[src/rtl/wd_pkg.sv]
`timescale 1ns/1ps
package wd_pkg;
  localparam int unsigned CODE_W = 5;

  typedef struct packed {
    logic              src_prog;
    logic              run_en;
    logic              alarm;
    logic [CODE_W-1:0] safe_code;
  } wd_ctl_t;

  localparam wd_ctl_t CTL_RESET = '{src_prog: 1'b0, run_en: 1'b0, alarm: 1'b0, safe_code: '1};
endpackage

[src/rtl/wd_regs.sv]
`timescale 1ns/1ps
module wd_regs
  import wd_pkg::*;
#(
  parameter int unsigned CNT_W     = 8,
  parameter int unsigned TMO_RESET = 16
) (
  input  logic             clk_i,
  input  logic             rst_ni,
  input  logic             tmo_we_i,
  input  logic [CNT_W-1:0] tmo_wdata_i,
  input  logic             ctl_we_i,
  input  wd_ctl_t          ctl_wdata_i,
  input  logic             expire_i,
  output logic [CNT_W-1:0] tmo_q_o,
  output wd_ctl_t          ctl_q_o
);
  always_ff @(posedge clk_i or negedge rst_ni) begin
    if (!rst_ni) begin
      tmo_q_o <= CNT_W'(TMO_RESET);
      ctl_q_o <= CTL_RESET;
    end else begin
      if (tmo_we_i) tmo_q_o <= tmo_wdata_i;
      if (ctl_we_i) begin
        ctl_q_o.src_prog  <= ctl_wdata_i.src_prog;
        ctl_q_o.run_en    <= ctl_wdata_i.run_en;
        ctl_q_o.safe_code <= ctl_wdata_i.safe_code;
      end
      // set wins; a write of 1 to the alarm bit is ignored
      if (expire_i)                             ctl_q_o.alarm <= 1'b1;
      else if (ctl_we_i && !ctl_wdata_i.alarm) ctl_q_o.alarm <= 1'b0;
    end
  end
endmodule

[src/rtl/wd_prescaler.sv]
`timescale 1ns/1ps
module wd_prescaler #(
  parameter int unsigned UNIT_TICKS = 290
) (
  input  logic clk_i,
  input  logic rst_ni,
  input  logic run_i,
  input  logic clr_i,
  input  logic tick_i,
  output logic unit_o
);
  localparam int unsigned PW = (UNIT_TICKS > 1) ? $clog2(UNIT_TICKS) : 1;
  localparam logic [PW-1:0] LAST = PW'(UNIT_TICKS - 1);

  logic [PW-1:0] pre_q;
  logic          at_last;

  assign at_last = (pre_q == LAST);
  assign unit_o  = run_i & tick_i & ~clr_i & at_last;

  always_ff @(posedge clk_i or negedge rst_ni) begin
    if (!rst_ni)              pre_q <= '0;
    else if (clr_i)           pre_q <= '0;
    else if (run_i && tick_i) pre_q <= at_last ? '0 : pre_q + 1'b1;
  end
endmodule

[src/rtl/wd_countdown.sv]
`timescale 1ns/1ps
module wd_countdown #(
  parameter int unsigned CNT_W     = 8,
  parameter int unsigned TMO_RESET = 16
) (
  input  logic             clk_i,
  input  logic             rst_ni,
  input  logic             reload_i,
  input  logic [CNT_W-1:0] load_val_i,
  input  logic [CNT_W-1:0] rearm_val_i,
  input  logic             unit_i,
  output logic             expire_o
);
  logic [CNT_W-1:0] cnt_q;

  // a count of 0 behaves like 1
  assign expire_o = unit_i & ~reload_i & (cnt_q <= CNT_W'(1));

  always_ff @(posedge clk_i or negedge rst_ni) begin
    if (!rst_ni)       cnt_q <= CNT_W'(TMO_RESET);
    else if (reload_i) cnt_q <= load_val_i;
    else if (expire_o) cnt_q <= rearm_val_i;
    else if (unit_i)   cnt_q <= cnt_q - 1'b1;
  end
endmodule

[src/rtl/wd_reset_pulse.sv]
`timescale 1ns/1ps
module wd_reset_pulse #(
  parameter int unsigned RST_TICKS = 8
) (
  input  logic clk_i,
  input  logic rst_ni,
  input  logic start_i,
  input  logic tick_i,
  output logic rst_no
);
  localparam int unsigned RW = $clog2(RST_TICKS + 1);

  logic [RW-1:0] left_q;

  assign rst_no = (left_q == '0);

  always_ff @(posedge clk_i or negedge rst_ni) begin
    if (!rst_ni)                  left_q <= '0;
    else if (start_i)             left_q <= RW'(RST_TICKS);
    else if (tick_i && !rst_no)   left_q <= left_q - 1'b1;
  end
endmodule

[src/rtl/clkgen_watchdog.sv]
`timescale 1ns/1ps
module clkgen_watchdog
  import wd_pkg::*;
#(
  parameter int unsigned UNIT_TICKS = 290,
  parameter int unsigned RST_TICKS  = 8,
  parameter int unsigned TMO_RESET  = 16
) (
  input  logic              clk_i,
  input  logic              rst_ni,
  input  logic              tick_i,
  input  logic              kick_i,
  input  logic              tmo_we_i,
  input  logic [7:0]        tmo_wdata_i,
  input  logic              ctl_we_i,
  input  logic [7:0]        ctl_wdata_i,
  input  logic [CODE_W-1:0] strap_code_i,
  input  logic [CODE_W-1:0] freq_code_i,
  output logic [7:0]        tmo_o,
  output logic [7:0]        ctl_o,
  output logic [CODE_W-1:0] code_o,
  output logic              alarm_o,
  output logic              rst_no_o
);
  localparam int unsigned CNT_W = 8;

  wd_ctl_t           ctl_q;
  logic [CNT_W-1:0]  tmo_q;
  logic [CNT_W-1:0]  load_val;
  logic              reload;
  logic              unit;
  logic              expire;
  logic [CODE_W-1:0] safe_sel;

  assign reload   = kick_i | tmo_we_i | ctl_we_i;
  assign load_val = tmo_we_i ? tmo_wdata_i : tmo_q;

  wd_regs #(.CNT_W(CNT_W), .TMO_RESET(TMO_RESET)) u_regs (
    .clk_i       (clk_i),
    .rst_ni      (rst_ni),
    .tmo_we_i    (tmo_we_i),
    .tmo_wdata_i (tmo_wdata_i),
    .ctl_we_i    (ctl_we_i),
    .ctl_wdata_i (wd_ctl_t'(ctl_wdata_i)),
    .expire_i    (expire),
    .tmo_q_o     (tmo_q),
    .ctl_q_o     (ctl_q)
  );

  wd_prescaler #(.UNIT_TICKS(UNIT_TICKS)) u_pre (
    .clk_i  (clk_i),
    .rst_ni (rst_ni),
    .run_i  (ctl_q.run_en),
    .clr_i  (reload),
    .tick_i (tick_i),
    .unit_o (unit)
  );

  wd_countdown #(.CNT_W(CNT_W), .TMO_RESET(TMO_RESET)) u_cnt (
    .clk_i       (clk_i),
    .rst_ni      (rst_ni),
    .reload_i    (reload),
    .load_val_i  (load_val),
    .rearm_val_i (tmo_q),
    .unit_i      (unit),
    .expire_o    (expire)
  );

  wd_reset_pulse #(.RST_TICKS(RST_TICKS)) u_rst (
    .clk_i   (clk_i),
    .rst_ni  (rst_ni),
    .start_i (expire),
    .tick_i  (tick_i),
    .rst_no  (rst_no_o)
  );

  assign safe_sel = ctl_q.src_prog ? ctl_q.safe_code : strap_code_i;
  assign code_o   = ctl_q.alarm ? safe_sel : freq_code_i;
  assign alarm_o  = ctl_q.alarm;
  assign tmo_o    = tmo_q;
  assign ctl_o    = ctl_q;
endmodule

[config.mk]
export PLATFORM = sky130hd
export DESIGN_NAME = clkgen_watchdog
export DESIGN_NICKNAME = d
export VERILOG_FILES = /design/src/rtl/wd_pkg.sv /design/src/rtl/wd_regs.sv /design/src/rtl/wd_prescaler.sv /design/src/rtl/wd_countdown.sv /design/src/rtl/wd_reset_pulse.sv /design/src/rtl/clkgen_watchdog.sv
export SDC_FILE = /design/constraint.sdc
export NUM_CORES = 1
export LEC_CHECK = 0
export ABC_AREA = 1
export BUFFER_PORTS_ARGS = -buffer_cell sky130_fd_sc_hd__buf_2
export CORE_UTILIZATION = 25
export DETAILED_ROUTE_END_ITERATION = 12
export PLACE_DENSITY = 0.54
export SYNTH_ARGS = -nofsm -noshare
export SYNTH_HDL_FRONTEND = slang
export SYNTH_SLANG_ARGS = --single-unit
[constraint.sdc]
create_clock -name clk_i -period 1.4 [get_ports clk_i]
set_input_delay 0.07 -clock clk_i [delete_from_list [all_inputs] [get_ports clk_i]]
set_output_delay 0.07 -clock clk_i [all_outputs]
set_load 0.03 [all_outputs]
# --- Word level (Yosys, flattened, before mapping) ---
# Cells that the tools add are included.
op_classes:
  mux: 13
  order_cmp: 1
  n_eq_ne: 1
  n_addsub: 3
  n_bitwise: 8
  n_reduce_logical: 10
op_table:
  columns: ["cell", "count"]
  rows:
  - ["$mux W8", 4]
  - ["$mux W9", 3]
  - ["$mux W5", 2]
  - ["$add A9 B1 Y9 const B", 1]
  - ["$eq A9 B9 Y1 const B", 1]
  - ["$le A8 B1 Y1 const B", 1]
  - ["$mux W4", 2]
  - ["$sub A8 B1 Y8 const B", 1]
  - ["$reduce_bool A2 Y1", 3]
  - ["$and A1 B1 Y1", 5]
  - ["$logic_not A4 Y1", 1]
  - ["$sub A4 B1 Y4 const B", 1]
  - ["$logic_and A1 B1 Y1", 3]
  - ["$reduce_bool A3 Y1", 1]
  - ["$logic_not A1 Y1", 2]
  - ["$mux W1", 2]
  - ["$or A1 B1 Y1", 2]
  - ["$not A1 Y1", 1]
totals:
  in_bits: 32
  reg_bits: 37
  output_inout_bits: 23

# --- Logic depth before layout (Yosys ltp) ---
# Gate-level depths: netlist of the first run.
logic_depth:
  word_depth: 9
  ltp_mapped: 11
  depth_no_buf: 11

# --- By module ---
# From an unflattened synthesis of the first run, not the netlist that was laid out.
hier_totals:
  hier_cells: 344
  area_unflattened_um2: 2456.1
by_module_without_submodules:
  columns: ["mod", "area_each_um2", "n_inst", "seq_area_each_um2", "cells_each"]
  rows:
  - ["wd_countdown", 732.0, 1, 201.4, 100]
  - ["wd_regs", 636.9, 1, 407.9, 68]
  - ["wd_prescaler", 549.3, 1, 225.2, 77]
  - ["wd_reset_pulse", 272.8, 1, 100.1, 32]
  - ["clkgen_watchdog", 265.3, 1, 0.0, 67]

# --- Least setup slack after synthesis of the first run ---
# Ideal clock, no wire load.
synth_timing:
  path_type: "register -> output"
  start: "register u_regs.ctl_q_o[5] (netlist bit)"
  end: "output code_o[0]"
  path_buffers: 1
  arrival_time_ps: 1423
  setup_slack_ps: -93
  stages_incl_launch_ff: 4
  cell_sequence: "dfrtp_1 > clkbuf_1 > nor2_1 > a31oi_1"
synth_between:
  elab_chain_cells: 1
synth_lines:
  columns: ["element", "line", "rtl"]
  rows:
  - ["start, declared", "wd_regs.sv:16", "output wd_ctl_t ctl_q_o"]
  - ["$mux W5", "clkgen_watchdog.sv:78", "assign code_o = ctl_q.alarm ? safe_sel : freq_code_i;"]
  - ["end, declared", "clkgen_watchdog.sv:21", "output logic [CODE_W-1:0] code_o,"]
# No other way between the ends.

# --- Final worst setup path of the first run ---
layout_timing:
  start: "register u_pre.pre_q[1]"
  end: "register u_cnt.cnt_q[3]"
layout_between:
  elab_chain_cells: 6
  word_cells_on_any_way: 7
  cone_classes: "1 x eq/ne; 2 x mux; 3 x bitwise; 1 x reduce/logical"
layout_lines:
  columns: ["element", "line", "rtl"]
  rows:
  - ["start, declared", "wd_prescaler.sv:15", "logic [PW-1:0] pre_q;"]
  - ["start signal, assigned", "wd_prescaler.sv:24", "else if (run_i && tick_i) pre_q <= at_last ? '0 : pre_q + 1'b1;"]
  - ["$eq A9 B9 Y1 *", "wd_prescaler.sv:18", "assign at_last = (pre_q == LAST);"]
  - ["$and A1 B1 Y1 *", "wd_prescaler.sv:19", "assign unit_o = run_i & tick_i & ~clr_i & at_last;"]
  - ["$and A1 B1 Y1 (2 in a row)", "wd_countdown.sv:17", "assign expire_o = unit_i & ~reload_i & (cnt_q <= CNT_W'(1));"]
  - ["$mux W8", "wd_countdown.sv:22", "else if (expire_o) cnt_q <= rearm_val_i;"]
  - ["$mux W8", "wd_countdown.sv:21", "else if (reload_i) cnt_q <= load_val_i;"]
  - ["end signal, assigned", "wd_countdown.sv:21", null]
  - ["end signal, assigned", "wd_countdown.sv:22", null]
  - ["end signal, assigned", "wd_countdown.sv:23", "else if (unit_i) cnt_q <= cnt_q - 1'b1;"]
  - ["end, declared", "wd_countdown.sv:14", "logic [CNT_W-1:0] cnt_q;"]
# Mark *: on every way between the ends. The rest lies on a longest branch, timed or not.
# A chain may end at the register's enable or synchronous reset.

==> results of run 1 <==
[layout make-up]
cell class | count | area, µm² | area share, %
clock buffers | 8 | 90.1 | 2.85
multi-input cells | 219 | 1220 | 38.7
repair buffers | 96 | 643 | 20.3
inverters | 30 | 130 | 4.12
well taps | 105 | 131 | 4.16
repair inverters | 1 | 6.26 | 0.198
flip-flops and latches | 37 | 937 | 29.6
[stage by stage]
step	util [%]	worst slack, ps	hold slack, ps
finish	37.9	-67.9	6.06
global route	37.9	-180	18.8
CTS	35.5	-96.6	0.980
detailed placement	32.7	-83.6	30.8
global placement	32.7	-66.7	31.8
floorplan	-	-92.9	-226
[metal layers]
layer	wire length [µm]	track usage, %	vias to the layer above	share of wire, %
met5	0	0	-	0
met3	289	3.11	5	4.7
met4	42	4.48	0	0.68
li1	-	-	1133	-
met1	2910	17.0	1012	47
met2	2970	22.1	68	48
[worst max path at each step]
stage / startpoint / slack (ps) / cells after the start / endpoint
finish: u_pre.pre_q[1] / -70 / 11 / u_cnt.cnt_q[3]
global route: u_pre.pre_q[1] / -180 / 11 / u_cnt.cnt_q[6]
CTS: u_pre.pre_q[1] / -100 / 11 / u_cnt.cnt_q[3]
detailed placement: u_pre.pre_q[1] / -80 / 11 / u_cnt.cnt_q[6]
global placement: u_pre.pre_q[1] / -70 / 11 / u_cnt.cnt_q[6]
floorplan: u_regs.ctl_q_o[5] / -90 / 3 / code_o[0]
[registers in the layout, summed over array words and instances (netlist names)]
register	cells
u_regs.ctl_q_o	8
u_rst.left_q	4
u_regs.tmo_q_o	8
u_cnt.cnt_q	8
u_pre.pre_q	9
[power groups by stage]
stage | registers (W) | logic, W | clock network [W]
floorplan | 0.00138 | 0.000453 | 0
global placement | 0.00133 | 0.000760 | 0
detailed placement | 0.00133 | 0.000770 | 0
CTS | 0.00131 | 0.000799 | 0.000814
global route | 0.00134 | 0.00103 | 0.000867
finish | 0.00133 | 0.000925 | 0.000794
[what timing repair did]
item	4_1_cts	5_1_grt
gates resized for setup	5	56
hold buffers	11	0
setup buffers	3	4
pin swaps	10	14
setup endpoints to repair	14	28
endpoints found under the hold margin	23	0
cloned	0	1
[Yosys cell counts (all sizes together)]
cell	count	area [µm²]
xor2	4	35.0
nand2	109	424
nand4	3	25.0
nor2	31	144
o22ai	5	31.3
nand3	27	148
a21oi	8	40.0
buf	6	53.8
dfrtp	30	751
o211ai	2	15.0
ha	6	75.1
clkbuf	1	3.75
dfstp	7	184
a31oi	6	37.5
inv	30	118
o21ai	14	73.8
nor3	1	5.00
xnor2	3	26.3
[worst max-delay path, cell delays in order (launching register included)]
cell and delay [ps]:
dfrtp_1 390, inv_2 80, ha_4 130, nand2_1 50, nor2_1 90, nand2_1 90
nor2_4 180, nand2_4 110, nand2_2 80, nand3_1 60, nand2_1 70, nand2_1 50
[cells by family (layout without fill, tap and decap cells)]
kind of cell | after synthesis | count (layout) | share of synthesized area, %
buf+inv | 37 | 135 | 8.00
xor+xnor | 7 | 7 | 2.80
flops | 37 | 37 | 42.7
compound gates | 35 | 35 | 9.03
fa+ha+maj | 6 | 6 | 3.43
simple gates | 171 | 171 | 34.1
==> impl_metrics.csv, run 1 <==
group,metric,value,unit
worst_hold_path,min_path_type,"primary input to flip-flop",
global_routing,grt_antenna_before_repair,0,
clock_tree,clk_pin_slew,80,ps
die,start_util,26.3,%
place,finalWeightedCongestion,0.801,
synthesis,syn_area_per_cell,7.47,µm²
sta,maxSlewViolCount,0,
critical_path,crit_type,"flip-flop to flip-flop",
global_routing,grt_max_degree,23,
power_and_ir_drop,p_sw,0.00106,W
die,core_area,0.00834,mm²
critical_path,r2r-start,"u_pre.pre_q[1]",
power_and_ir_drop,sw_frac_of_total,34.9,%
sta,hold_viol,0,
finish,nets,428,
power_and_ir_drop,p_per_area,964,mW/mm²
clock_tree,clock_latency,290,ps
die,top_level_ports,55,
finish,syn_to_final_growth,44.4,%
critical_path,worstReg2RegEnd,"u_cnt.cnt_q[3]",
critical_path,worstPathRequired,1590,ps
power_and_ir_drop,combPwrFrac,30.3,%
clock_tree,numCtsBuffers,5,
route,routed-via-count,2218,
power_and_ir_drop,power,0.00305,W
worst_hold_path,holdCritStartpoint,"tmo_wdata_i[0]",
synthesis,ys_warn_count,0,
critical_path,r2r_slack,-70,ps
synthesis,postSynthCellCount,293,
finish,final_common_cell,"nand2_1",
synthesis,synth_nets,331,
finish,fillers,859,
finish,fin_area,0.00316,mm²
clock_tree,cts_tree,"done",
clock_tree,root_buffer,"clkbuf_8",
finish,final_cells,496,
sta,tightest_slew,418,ps
route,drc,0,
worst_hold_path,holdPathStages,3,
sta,finalSetupViolations,14,
die,die_y,95.6,µm
synthesis,netlist_area,0.00219,mm²
synthesis,yosysSeqAreaShare,42.7,%
sta,rsz0062_at_grt,"true",
status,status,"finished with violations",
critical_path,startpoint_type,"flip-flop",
sta,max_freq,681,MHz
route,routed_via_density,4.47,
power_and_ir_drop,power_frac_seq,43.6,%
synthesis,synth_cell_types,30,
place,placed_cells,469,
global_routing,grt_usage,13.3,%
sta,fin_crit_sh,105,%
clock_tree,cts.sinks,37,
finish,drive_gt1_share,37.9,%
route,wire_per_inst,12.5,µm
power_and_ir_drop,p_leak,1.59,nW
sta,setup_tns,-713,ps
global_routing,grt_pass1_vias,1982,
global_routing,overflow,0,
critical_path,arrival,1660,ps
critical_path,worst_r2r_path_depth,11,
sta,worst_slack,-67.9,ps
power_and_ir_drop,p_int,0.00199,W
worst_hold_path,hold_path_end,"u_regs.tmo_q_o[0]",
route,drt_iter0_markers,99,
place,io_buffers,54,
power_and_ir_drop,ir_drop,0.000355,V
global_routing,grt_first_pass_wirelength,9230,µm
critical_path,setup.worst_path.end_class,"flip-flop",
route,drtPass1Iterations,4,
finish,insertedDiodeCount,0,
clock_tree,cts_max_level,2,
finish,final_cell_mix,"nand2_1 (98), buf_2 (50), buf_4 (32)",
critical_path,worstPathMaxFanout,7,
sta,period_needed,1470,ps
sta,fin_skew,4.81,ps
place,dpl.hpwl,4300,µm
die,die-area,0.00914,mm²
flow_run,cap_violations,0,
route,wl,6210,µm
status,violations,"negative setup slack",
die,row_count,33,
power_and_ir_drop,pwr-share-clk,26.1,%
sta,slew_headroom,72.2,%
synthesis,ys_seq_elements,37,
place,postPlaceCellArea,0.00273,mm²
die,die_w,95.6,µm
route,drtAntennaViolNets,0,
clock_tree,clockBufferDepth,2,
No activity file was read; power rests on OpenSTA's default activity.
==> inputs of run 2 (changes only) <==
- CTS_CLUSTER_SIZE: not set -> 20
- PLACE_DENSITY: 0.54 -> not set
- clock period: 1.4 -> 1.49 ns (I/O delays scaled with it)
==> run 2 against run 1 <==
The flow now finishes without violations. Hold slack gained 0.78 ps. Maximum frequency hardly changed. Global-route usage is 0.42 points lower. Sequential power shrank 7%. Utilization down 2.4 points. Clock-buffer cell count decreased by 2. Setup slack better by 90 ps. Flip-flop and latch count did not move. Clock skew up 1.9 ps. Sequential share of layout area rose by 2.0 points. Critical path depth down 1.
==> impl_metrics.csv, run 2 (synthesized netlist as in run 1, its figures left out) <==
group,metric,value,unit
clock_tree,cts.sinks,37,
finish,syn_to_final_growth,35.1,%
die,start_util,26.3,%
sta,rsz0062_at_grt,"true",
sta,maxSlewViolCount,0,
critical_path,startpoint_type,"flip-flop",
worst_hold_path,hold_path_end,"u_regs.tmo_q_o[2]",
flow_run,cap_violations,0,
sta,tightest_slew,490,ps
finish,nets,418,
route,routed-via-count,2193,
power_and_ir_drop,power,0.00266,W
global_routing,grt_max_degree,38,
worst_hold_path,holdPathStages,3,
sta,period_needed,1470,ps
global_routing,grt_first_pass_wirelength,9230,µm
power_and_ir_drop,p_leak,1.51,nW
global_routing,grt_usage,12.9,%
route,drt_iter0_markers,115,
finish,final_cells,486,
finish,largest_reg_flops,9,
die,die_w,95.6,µm
critical_path,crit_type,"flip-flop to flip-flop",
sta,finalSetupViolations,0,
clock_tree,cts_max_level,2,
clock_tree,clockBufferDepth,2,
die,die-area,0.00914,mm²
place,io_buffers,54,
sta,max_freq,681,MHz
place,finalWeightedCongestion,0.846,
place,dpl.hpwl,4220,µm
status,status,"finished, final reports clean",
route,drc,0,
clock_tree,cts_tree,"done",
critical_path,r2r-start,"u_pre.pre_q[1]",
clock_tree,clk_pin_slew,70,ps
route,drtPass1Iterations,4,
finish,fillers,872,
critical_path,r2r_slack,20,ps
critical_path,worstPathRequired,1670,ps
critical_path,worstPathMaxFanout,6,
power_and_ir_drop,ir_drop,0.000335,V
global_routing,overflow,0,
route,wire_per_inst,11.9,µm
die,die_y,95.6,µm
clock_tree,numCtsBuffers,5,
global_routing,grt_antenna_before_repair,0,
route,wl,5770,µm
worst_hold_path,holdCritStartpoint,"tmo_wdata_i[2]",
power_and_ir_drop,p_per_area,899,mW/mm²
sta,fin_skew,6.75,ps
critical_path,setup.worst_path.end_class,"flip-flop",
sta,setup_tns,0,ps
finish,final_cell_mix,"nand2_1 (103), buf_2 (53), dfrtp_1 (28)",
finish,regMostFlops,"u_pre.pre_q",
worst_hold_path,min_path_type,"primary input to flip-flop",
sta,fin_crit_sh,98.5,%
finish,final_common_cell,"nand2_1",
die,core_area,0.00834,mm²
sta,hold_viol,0,
critical_path,arrival,1650,ps
sta,slew_headroom,67.3,%
die,top_level_ports,55,
critical_path,worst_r2r_path_depth,10,
critical_path,worstReg2RegEnd,"u_rst.left_q[0]",
clock_tree,clock_latency,290,ps
finish,drive_gt1_share,33.9,%
route,routed_via_density,4.51,
clock_tree,root_buffer,"clkbuf_8",
route,drtAntennaViolNets,0,
die,row_count,33,
finish,insertedDiodeCount,0,
place,placed_cells,464,
global_routing,grt_pass1_vias,2004,
==> run 2: worst max-delay path by stage <==
stage | endpoint | startpoint | cells after the start | slack (ps)
2_1_floorplan | code_o[0] | u_regs.ctl_q_o[5] | 3 | -7
3_3_place_gp | u_cnt.cnt_q[6] | u_pre.pre_q[1] | 11 | 30
3_5_place_dp | u_cnt.cnt_q[3] | u_pre.pre_q[1] | 11 | -30
4_1_cts | u_cnt.cnt_q[6] | u_pre.pre_q[1] | 11 | -4
5_1_grt | u_rst.left_q[0] | u_pre.pre_q[1] | 10 | -100
6_report | u_rst.left_q[0] | u_pre.pre_q[1] | 10 | 20
==> run 2: power breakdown <==
group | leakage (nW) | switching [W] | internal, W
clock network | 0.0450 | 0.000360 | 0.000324
registers | 0.452 | 0.000103 | 0.00114
logic | 1.01 | 0.000456 | 0.000279
total | 1.51 | 0.000919 | 0.00174
==> run 2: repair_timing <==
action | 4_1_cts | 5_1_grt
setup endpoints to repair | 3 | 20
hold buffers | 8 | 0
pin swaps | 4 | 7
gates resized for setup | 4 | 20
endpoints found under the hold margin | 37 | 0
setup buffers | 1 | 5
==> run 2: critical path, stage by stage (launching register included) <==
cell     delay (ps)
dfrtp_1         390
inv_2            80
ha_4            140
nand2_2          50
nor2_1           80
nand2_1          90
nor2_4          180
nand2_4          90
buf_4           160
o21ai_0          60
inv_1            50
==> run 2: layer usage <==
layer  up-vias  routed length, µm  GRT usage (%)
li1       1104                  -              -
met1      1028               2640           17.4
met2        56               2820           21.4
met3         5                260           2.71
met4         0                 37           2.61
met5         -                  0              0
==> run 2: area by class of cell <==
type | count | area [µm²] | area share, %
Multi-Input combinational cell | 219 | 1150 | 38.8
Sequential cell | 37 | 937 | 31.7
Timing Repair Buffer | 87 | 541 | 18.3
Tap cell | 105 | 131 | 4.44
Inverter | 30 | 120 | 4.06
Clock buffer | 6 | 72.6 | 2.45
Clock inverter | 2 | 10.0 | 0.338
==> run 2: per-stage QoR <==
step	utilization (%)	instance area (µm²)	hold WS [ps]	worst slack, ps
finish	35.5	2960	6.84	22.6
global route	35.5	2960	10.9	-95.4
CTS	34.3	2860	5.72	-4.29
detailed placement	32.1	2680	164	-30.7
global placement	32.1	2680	160	29.5
floorplan	-	2190	-221	-7.45
==> inputs of run 3 (changes only) <==
- SYNTH_HIERARCHICAL: not set -> 1
==> run 3 against run 2 <==
The flow now finishes with violations (negative setup slack). Non-clock buffer count is 14 higher. Cell count rose by 19%. Total power rose by 25%. Via count increased by 11%. Global-route usage down 0.70 points. Register-to-register slack worse by 290 ps. Hold slack worse by 0.78 ps. Combinational power up 39%.
==> impl_metrics.csv, run 3 <==
group,metric,value,unit
synthesis,async_flop_share,100,%
synthesis,yosysSeqAreaShare,38.1,%
finish,final_cells,577,
route,drc,0,
critical_path,crit_type,"flip-flop to flip-flop",
clock_tree,clk_pin_slew,80,ps
synthesis,ys.flop_type,"dfrtp_1",
synthesis,synth_edf_count,0,
critical_path,startpoint_type,"flip-flop",
place,dpl.hpwl,4410,µm
clock_tree,clock_latency,290,ps
sta,maxSlewViolCount,0,
clock_tree,root_buffer,"clkbuf_8",
sta,finalSetupViolations,13,
place,finalWeightedCongestion,0.826,
synthesis,syn_area_per_cell,7.14,µm²
global_routing,grt_usage,12.2,%
clock_tree,numCtsBuffers,5,
worst_hold_path,min_path_type,"primary input to flip-flop",
flow_run,cap_violations,0,
route,routed_via_density,4.21,
finish,regMostFlops,"u_pre/pre_q",
finish,largest_reg_flops,9,
synthesis,yosys-top-cells-area,"dfrtp_1 (31%), nand2_1 (18%), inv_1 (8.7%)",
sta,rsz0062_at_grt,"true",
synthesis,synth_top_cell_by_area,"dfrtp_1",
power_and_ir_drop,ir_drop,0.000544,V
synthesis,synth_top_area_share,30.6,%
place,io_buffers,54,
die,die_w,101,µm
sta,setup_tns,-3040,ps
critical_path,setup.worst_path.end_class,"flip-flop",
sta,worst_slack,-266,ps
finish,nets,485,
global_routing,grt_max_degree,26,
synthesis,netlist_area,0.00246,mm²
sta,fin_skew,3.72,ps
finish,insertedDiodeCount,0,
sta,max_freq,570,MHz
clock_tree,cts_tree,"done",
sta,period_needed,1760,ps
place,postPlaceCellArea,0.00312,mm²
route,routed-via-count,2427,
synthesis,synth_nets,382,
die,start_util,26.2,%
critical_path,arrival,1990,ps
finish,syn_to_final_growth,43.0,%
die,die_y,101,µm
sta,slew_headroom,71.0,%
finish,final_cell_mix,"nand2_1 (110), inv_1 (55), buf_2 (54)",
die,top_level_ports,55,
global_routing,grt_first_pass_wirelength,10000,µm
place,place_ws,-306,ps
critical_path,worstPathRequired,1720,ps
finish,final_common_cell,"nand2_1",
synthesis,synth_common_cells,"nand2_1 (117), inv_1 (57), dfrtp_1 (30)",
power_and_ir_drop,p_per_area,944,mW/mm²
synthesis,synth_cell_types,27,
die,core_area,0.00937,mm²
sta,fin_crit_sh,118,%
sta,tightest_slew,435,ps
status,violations,"negative setup slack",
synthesis,ys_warn_count,6,
finish,drive_gt1_share,34.8,%
route,drtPass1Iterations,4,
status,status,"finished with violations",
die,die-area,0.0102,mm²
global_routing,overflow,0,
clock_tree,clockBufferDepth,2,
synthesis,yosysMostFrequentCell,"nand2_1",
route,wl,5950,µm
power_and_ir_drop,power,0.00332,W
die,row_count,35,
clock_tree,cts.sinks,37,
global_routing,grt_antenna_before_repair,0,
critical_path,worstPathMaxFanout,6,
sta,hold_viol,0,
power_and_ir_drop,p_leak,1.90,nW
place,placed_cells,554,
synthesis,postSynthCellCount,344,
global_routing,grt_pass1_vias,2275,
clock_tree,cts_max_level,2,
route,wire_per_inst,10.3,µm
route,drtAntennaViolNets,0,
finish,fin_area,0.00351,mm²
synthesis,ys_seq_elements,37,
route,drt_iter0_markers,88,
run 3: cell types whose count changed after synthesis, sizes merged, moves of 4 or more:
cell and change:
nor2 -7, inv +33, nand3 +4, o21ai +8, a21oi -6, a22oi +8
nand3b +7, nand2 +17, a31oi -6
run 3: logic make-up (layout without fill, tap and decap cells):
family | count (synthesis) | after routing | synth area share [%]
compound gates | 36 | 36 | 8.97
xor+xnor | 5 | 5 | 1.78
fa+ha+maj | 6 | 6 | 3.06
buf+inv | 69 | 173 | 11.8
flops | 37 | 37 | 38.1
simple gates | 191 | 191 | 36.3
run 3: final cells by class:
cell class                 count  area, µm²
fill                         975       5860
multi-input combinational    238       1350
sequential                    37        936
timing repair buffer         101        673
inverter                      64        258
tap                          129        161
clock buffer                   5       68.8
clock inverter                 3       65.1
run 3: per-stage QoR:
step / hold slack [ps] / utilization, %
after floorplan: -221 / -
after global placement: 54.7 / 33.3
after detailed placement: 62.4 / 33.3
after CTS: 1.92 / 36.2
after global routing: 13.3 / 37.5
final: 6.06 / 37.5
run 3: worst paths after layout:
check | startpoint | endpoint | slack, ps | cells after the start
worst max-delay path | u_pre/pre_q[1] | u_rst/left_q[2] | -270 | 16
worst min-delay path | tmo_wdata_i[1] | u_regs/tmo_q_o[1] | 6 | 3
worst max register to register | u_pre/pre_q[1] | u_rst/left_q[2] | -270 | 16
worst min register to register | u_regs/ctl_q_o[3] | u_regs/ctl_q_o[3] | 480 | 2
max in group asynchronous | rst_ni | u_regs/tmo_q_o[4] | 710 | 3
min in group asynchronous | rst_ni | u_pre/pre_q[6] | 250 | 2
run 3: routing by layer:
layer	up-vias	track usage, %	share of wire [%]
met5	-	0	0
met1	1081	15.7	48
met2	68	20.8	46
li1	1273	-	-
met3	5	1.87	4.3
met4	0	4.46	1.1
run 3: power breakdown:
| part | leakage, nW | switching (W) | total, W | internal (W) |
|---|---|---|---|---|
| Clock | 0.0681 | 0.000386 | 0.00105 | 0.000665 |
| Sequential | 0.456 | 0.000114 | 0.00125 | 0.00113 |
| Combinational | 1.37 | 0.000619 | 0.00102 | 0.000400 |
| Total | 1.90 | 0.00112 | 0.00332 | 0.00220 |
run 3: critical path, cell delays in order, from the launching register on:
cell and delay (ps):
dfrtp_1 390, inv_2 80, ha_4 120, nand2_2 50, nor2_2 90, nand2_2 80
nor2_4 90, inv_2 60, nor2_8 90, nand2_4 70, nor2_8 110, nand2_4 80
inv_6 90, clkinv_8 70, nand2_8 80, nand3_2 70, nand2_2 60
run 3: what timing repair did:
action,4_1_cts,5_1_grt
buffers inserted,3,2
hold buffers,10,0
endpoints found under the setup margin,13,15
resized for setup,4,26
endpoints found under the hold margin,21,0
pin swaps,3,3
